`src/rtl/irq_en_pkg.sv`:
```
package irq_en_pkg;

    localparam int REG_W     = 32;
    localparam int LINE_LO   = 4;
    localparam int LINE_HI   = 15;
    localparam int NUM_LINES = LINE_HI - LINE_LO + 1;
    localparam int NMI_BIT   = 1;
    localparam int RST_BIT   = 0;

    typedef logic [REG_W-1:0]     word_t;
    typedef logic [NUM_LINES-1:0] line_vec_t;

    // events acting on the sticky NMI enable
    typedef struct packed {
        logic set;
        logic clr;
    } nmi_evt_t;

    // architectural state of the register
    typedef struct packed {
        line_vec_t lines;
        logic      nmi_en;
    } en_state_t;

    // qualifier outputs bundled together
    typedef struct packed {
        line_vec_t lines;
        logic      nmi;
        logic      rst;
    } qual_t;

    function automatic word_t compose_read(en_state_t s);
        word_t r;
        r = '0;
        r[LINE_HI:LINE_LO] = s.lines;
        r[NMI_BIT]         = s.nmi_en;
        r[RST_BIT]         = 1'b1;
        return r;
    endfunction

    function automatic line_vec_t extract_lines(word_t d);
        return d[LINE_HI:LINE_LO];
    endfunction

endpackage

```
`src/rtl/irq_line_bank.sv`:
```
module irq_line_bank
    import irq_en_pkg::*;
#(
    parameter int N = NUM_LINES
) (
    input  logic         clk,
    input  logic         rst,
    input  logic         wr_en,
    input  logic [N-1:0] wr_lines,
    output logic [N-1:0] en_q
);
    for (genvar i = 0; i < N; i++) begin : g_line
        always_ff @(posedge clk) begin
            if (rst)
                en_q[i] <= 1'b0;
            else if (wr_en)
                en_q[i] <= wr_lines[i];
        end
    end
endmodule

```
`src/rtl/irq_nmi_latch.sv`:
```
module irq_nmi_latch
    import irq_en_pkg::*;
(
    input  logic     clk,
    input  logic     rst,
    input  nmi_evt_t evt,
    output logic     nmi_en_q
);
    logic nmi_en_d;

    // clear dominates any set in the same cycle
    always_comb begin
        nmi_en_d = nmi_en_q;
        if (evt.set)
            nmi_en_d = 1'b1;
        if (evt.clr)
            nmi_en_d = 1'b0;
    end

    always_ff @(posedge clk) begin
        if (rst)
            nmi_en_q <= 1'b0;
        else
            nmi_en_q <= nmi_en_d;
    end
endmodule

```
`src/rtl/irq_qualify.sv`:
```
module irq_qualify
    import irq_en_pkg::*;
#(
    parameter int N = NUM_LINES
) (
    input  logic [N-1:0] en_lines,
    input  logic         nmi_en,
    input  logic         gie,
    input  logic [N-1:0] pend_lines,
    input  logic         pend_nmi,
    input  logic         pend_rst,
    output logic [N-1:0] q_lines,
    output logic         q_nmi,
    output logic         q_rst
);
    logic mask_open;

    assign mask_open = gie & nmi_en;

    for (genvar i = 0; i < N; i++) begin : g_q
        assign q_lines[i] = pend_lines[i] & en_lines[i] & mask_open;
    end

    assign q_nmi = pend_nmi & nmi_en;
    assign q_rst = pend_rst;
endmodule

```
`src/rtl/irq_enable_reg.sv`:
```
module irq_enable_reg
    import irq_en_pkg::*;
(
    input  logic                 clk,
    input  logic                 rst,
    input  logic                 wr_en,
    input  logic [REG_W-1:0]     wr_data,
    output logic [REG_W-1:0]     rd_data,
    input  logic                 nmi_taken,
    input  logic                 nmi_return,
    input  logic                 gie,
    input  logic [NUM_LINES-1:0] pend_lines,
    input  logic                 pend_nmi,
    input  logic                 pend_rst,
    output logic [NUM_LINES-1:0] qual_lines,
    output logic                 qual_nmi,
    output logic                 qual_rst
);
    en_state_t st;
    nmi_evt_t  evt;
    qual_t     q;

    assign evt.set = (wr_en & wr_data[NMI_BIT]) | nmi_return;
    assign evt.clr = nmi_taken;

    irq_line_bank #(.N(NUM_LINES)) u_bank (
        .clk      (clk),
        .rst      (rst),
        .wr_en    (wr_en),
        .wr_lines (extract_lines(wr_data)),
        .en_q     (st.lines)
    );

    irq_nmi_latch u_nmi (
        .clk      (clk),
        .rst      (rst),
        .evt      (evt),
        .nmi_en_q (st.nmi_en)
    );

    irq_qualify #(.N(NUM_LINES)) u_qual (
        .en_lines   (st.lines),
        .nmi_en     (st.nmi_en),
        .gie        (gie),
        .pend_lines (pend_lines),
        .pend_nmi   (pend_nmi),
        .pend_rst   (pend_rst),
        .q_lines    (q.lines),
        .q_nmi      (q.nmi),
        .q_rst      (q.rst)
    );

    assign rd_data    = compose_read(st);
    assign qual_lines = q.lines;
    assign qual_nmi   = q.nmi;
    assign qual_rst   = q.rst;
endmodule

```
`config.mk`:
```
export PLATFORM = sky130hd
export DESIGN_NAME = irq_enable_reg
export DESIGN_NICKNAME = d
export VERILOG_FILES = /design/src/rtl/irq_en_pkg.sv /design/src/rtl/irq_line_bank.sv /design/src/rtl/irq_nmi_latch.sv /design/src/rtl/irq_qualify.sv /design/src/rtl/irq_enable_reg.sv
export SDC_FILE = /design/constraint.sdc
export NUM_CORES = 1
export LEC_CHECK = 0
export BUFFER_PORTS_ARGS = -buffer_cell sky130_fd_sc_hd__buf_4
export CORE_ASPECT_RATIO = 0.8
export CORE_UTILIZATION = 33
export CTS_BUF_LIST = sky130_fd_sc_hd__clkbuf_8 sky130_fd_sc_hd__clkbuf_16
export DETAILED_ROUTE_END_ITERATION = 16
export PLACE_DENSITY = 0.94
export SYNTH_ARGS = -nofsm -noshare
export SYNTH_HDL_FRONTEND = slang
export SYNTH_SLANG_ARGS = --single-unit
```
`constraint.sdc`:
```
create_clock -name clk -period 1.9 [get_ports clk]
set_input_delay 0.38 -clock clk [delete_from_list [all_inputs] [get_ports clk]]
set_output_delay 0.38 -clock clk [all_outputs]
set_load 0.01 [all_outputs]
```
Yosys cells after proc, flatten, opt, wreduce, memory -nomap -nowiden --
Cells that the tools add are included.
Word-level totals: register bits 13, input bits 52, output and inout port bits 46, word-level logic and storage cells 42
Operators by class: bitwise operators 28, reduce and logical (&&, ||, !) cells 1
Operators with widths (number):
- 1-bit bitwise AND | 27
- 2-bit OR reduction | 1
- 1-bit OR | 1

Depth between registers and ports, before layout --
depth in word-level cells 2, mapped depth 4, depth with buffers taken out 2

Modules after synthesis --
A second synthesis with hierarchy kept.
Unflattened totals: cells, all modules 79, area total of the unflattened synthesis 750.7 µm²
By module, submodules not included:
- irq_line_bank | times used 1, cells each 38, area an instance 420.4 µm², seq. area each 240.2 µm²
- irq_enable_reg | times used 1, cells each 22, area an instance 157.7 µm², seq. area each 0.0 µm²
- irq_qualify | times used 1, cells each 16, area an instance 138.9 µm², seq. area each 0.0 µm²
- irq_nmi_latch | times used 1, cells each 3, area an instance 33.8 µm², seq. area each 20.0 µm²

Worst setup path after synthesis --
OpenSTA, ideal clock, no wires.
path kind input to output, from input gie, to output qual_lines[0], arrival time 0.836 ns, required time 1.520 ns, slack 0.684 ns, stages 3, path buffers 1, path through and2_4 buf_6 and3_1
Between the ends: longest elaborated chain between the ends 2
Ends and longest elaborated chain:
- from (decl) | line irq_enable_reg.sv:11 | input logic gie,
- 1-bit bitwise AND | line irq_qualify.sv:18 | assign mask_open = gie & nmi_en;
- 1-bit bitwise AND | line irq_qualify.sv:21 | assign q_lines[i] = pend_lines[i] & en_lines[i] & mask_open;
- to (decl) | line irq_enable_reg.sv:15 | output logic [NUM_LINES-1:0] qual_lines,
No other way between the ends.

Worst setup path after layout --
from register u_nmi.nmi_en_q, to output qual_lines[10]
Between the ends: longest elaborated chain between the ends 2
Ends and longest elaborated chain:
- from (decl) | line irq_nmi_latch.sv:7 | output logic nmi_en_q
- from (signal assigned) | line irq_nmi_latch.sv:24 | nmi_en_q <= nmi_en_d;
- 1-bit bitwise AND | line irq_qualify.sv:18
- 1-bit bitwise AND | line irq_qualify.sv:21
No other way between the ends.

==> run metrics <==
largest net degree at the start of global routing=14; CP Data Required Time=1.52 ns; register area share after synthesis=35.2%; RSZ-0062 raised after global routing=false; FF-to-FF End=u_nmi.nmi_en_q$_SDFFE_PP0P_; initial core utilization=37.0%; vias in the first global route=670; Die Ht=44.3 microns; worst min path class=primary input to flop; Syn-to-layout area delta=49.1%; total congestion overflow=0; share of layout cells above drive strength 1=45.9%; Final Skew=0 ns; die area=2440 sq um; n_diodes=0; Root Buffer Master=clkbuf_8; Num CTS Buffers=3; largest family of logic cells by synthesized area=buffers and inverters; io pins=98; Die W=54.9 microns; P_leak=0.657 nW; CTS sink cnt=13; Hold Path Depth=2; worst-path maximum fanout=12; Max Clock Freq=667 MHz; synthesized area per cell=9.24 sq um; Clock Latency Late Sink=0.23 ns; Hold Path End=u_nmi.nmi_en_q$_SDFFE_PP0P_; reg2reg path depth=2; XOR/XNOR share of the synthesized area=0%; Hold Crit Start=nmi_taken; number of I/O port buffers=57; row cnt=14; fin cells=157; CTS clk-pin slew, worst paths=0.05 ns; post-synthesis mux area share=16.2%; routed wire length=1.74 mm; Setup CP Type=flop to primary output; CP cell instances=and2_4, and3_1, buf_4; Critical Path Start Type=flop; fin nets=186; routability-driven placement congestion ratio=0.673; critical path's slowest cell=dfxtp_1; global-route wire length before repair=2.69 mm; clock buffer depth=2; DR iter-0 viols=4; antenna violations before repair=0; Synth Warn #=0; VDD IR max=0.408 mV; H-tree depth=1; simple-gate share of the synthesized area=19.0%; TNS Setup=0 ns; Slew Limit Fails=0; complex-gate fraction of the synthesized area=1.02%; CP Capture Type=primary output; Setup Fix Bufs, Post-CTS=0; post-route ant nets=0; crit-path max cell delay=0.36 ns; Setup Viol. Count Final=0; count of different cell masters after synthesis=13; CTS Hold Bufs=0; FF-to-FF setup slack=1.23 ns; Core Box Area=2000 sq um; Mapped Cells=80; Final Hold Vio Count=0; gr usage total=15.0%; Post-Synth Adder-Cell Area=0%; placed insts=153; number of max-cap violations=0; final cycle utilization of the critical path=78.9%; Routed WL per cell=11.1 microns; first drt pass iteration count=4; #FFs+latches synth=13; Worst R2R Start=u_nmi.nmi_en_q$_SDFFE_PP0P_; HPWL after DPL=1.43 mm; CTS tree=built; Power, Total=0.679 mW; cts repair resizes=0; outcome=finished clean; Cell Pwr Density=616 nW/um^2; fillers=166; via count=697; WP data arrival=1.12 ns; Post-Synthesis Cell Area=739 sq um; Via-to-Cell Ratio=4.44; Final Critical Period=1.50 ns; drc violations=0
[layout make-up]
type | instances | area, sq um | share of cell area (%)
clock buffer | 3 | 41.3 | 3.75
clock inverter | 1 | 3.75 | 0.341
multi-input combinational | 59 | 339 | 30.8
sequential | 13 | 260 | 23.6
tap | 24 | 30.0 | 2.72
timing repair buffer | 57 | 428 | 38.8
[placed cells by master (no fill, tap or decap)]
| cell type | netlist | layout |
|---|---|---|
| mux2i_1 | 12 | 12 |
| clkbuf_8 | 0 | 3 |
| and3_1 | 12 | 12 |
| and2_4 | 1 | 1 |
| buf_4 | 21 | 57 |
| inv_1 | 0 | 1 |
| nor2_1 | 12 | 12 |
| a211oi_1 | 1 | 1 |
| conb_1 | 2 | 19 |
| dfxtp_1 | 13 | 13 |
| and2_1 | 1 | 1 |
| nor3_1 | 1 | 1 |
[power by group]
group	switching (mW)	internal (mW)	leakage, nW
clock	0.0935	0.142	0.0269
sequential	0.0118	0.289	0.107
combinational	0.0630	0.0789	0.523
total	0.168	0.510	0.657
[flip-flops by register name (all words and copies together) (netlist names)]
name            flops
u_bank.en_q        12
u_nmi.nmi_en_q      1
[worst max-delay path by stage]
stage | endpoint | slack [ns] | startpoint
2_1_floorplan | qual_lines[0] | 0.68 | gie
3_3_place_gp | qual_lines[10] | 0.53 | gie
3_5_place_dp | qual_lines[10] | 0.51 | gie
4_1_cts | qual_lines[10] | 0.39 | u_nmi.nmi_en_q$_SDFFE_PP0P_
5_1_grt | qual_lines[1] | 0.36 | u_nmi.nmi_en_q$_SDFFE_PP0P_
6_report | qual_lines[10] | 0.40 | u_nmi.nmi_en_q$_SDFFE_PP0P_
[layer usage]
layer / part of all wire (%) / wire [microns] / vias up / global-route usage [%]
met1: 39 / 672 / 326 / 15.9
met5: 0 / 0 / - / 0
met4: 0 / 0 / 0 / 3.50
li1: - / - / 326 / -
met3: 7.9 / 138 / 0 / 3.09
met2: 53 / 930 / 45 / 29.4
[metrics by stage]
step                utilization [%]  hold slack [ns]  instance area (sq um)  setup WS (ns)
finish                         55.2            0.303                   1100          0.401
global route                   55.2            0.305                   1100          0.356
CTS                            55.2            0.301                   1100          0.385
detailed placement             52.9            0.511                   1060          0.515
global placement               52.9            0.492                   1060          0.530
floorplan                         -            0.452                    803          0.684
[synth_stat cells (all sizes together)]
cell / instances / area [sq um]
buf: 24 / 200
dfxtp: 13 / 260
and3: 12 / 75.1
mux2i: 12 / 120
nor2: 12 / 45.0
and2: 2 / 15.0
conb: 2 / 7.51
a211oi: 1 / 7.51
clkbuf: 1 / 3.75
nor3: 1 / 5.00
[critical path, delay by kind of cell (launching register included)]
family	cells	cell delay (ns)
buf+inv	1	0.12
flops	1	0.36
simple gates	2	0.40
[cells by family (layout without fill, tap and decap cells)]
group	count (synthesis)	in the layout
and+or+nand+nor	27	27
buffers and inverters	25	61
DFF	13	13
muxes	12	12
other	2	19
AOI/OAI and AO/OA	1	1
Note: power is estimated with default switching activity, not from simulation.
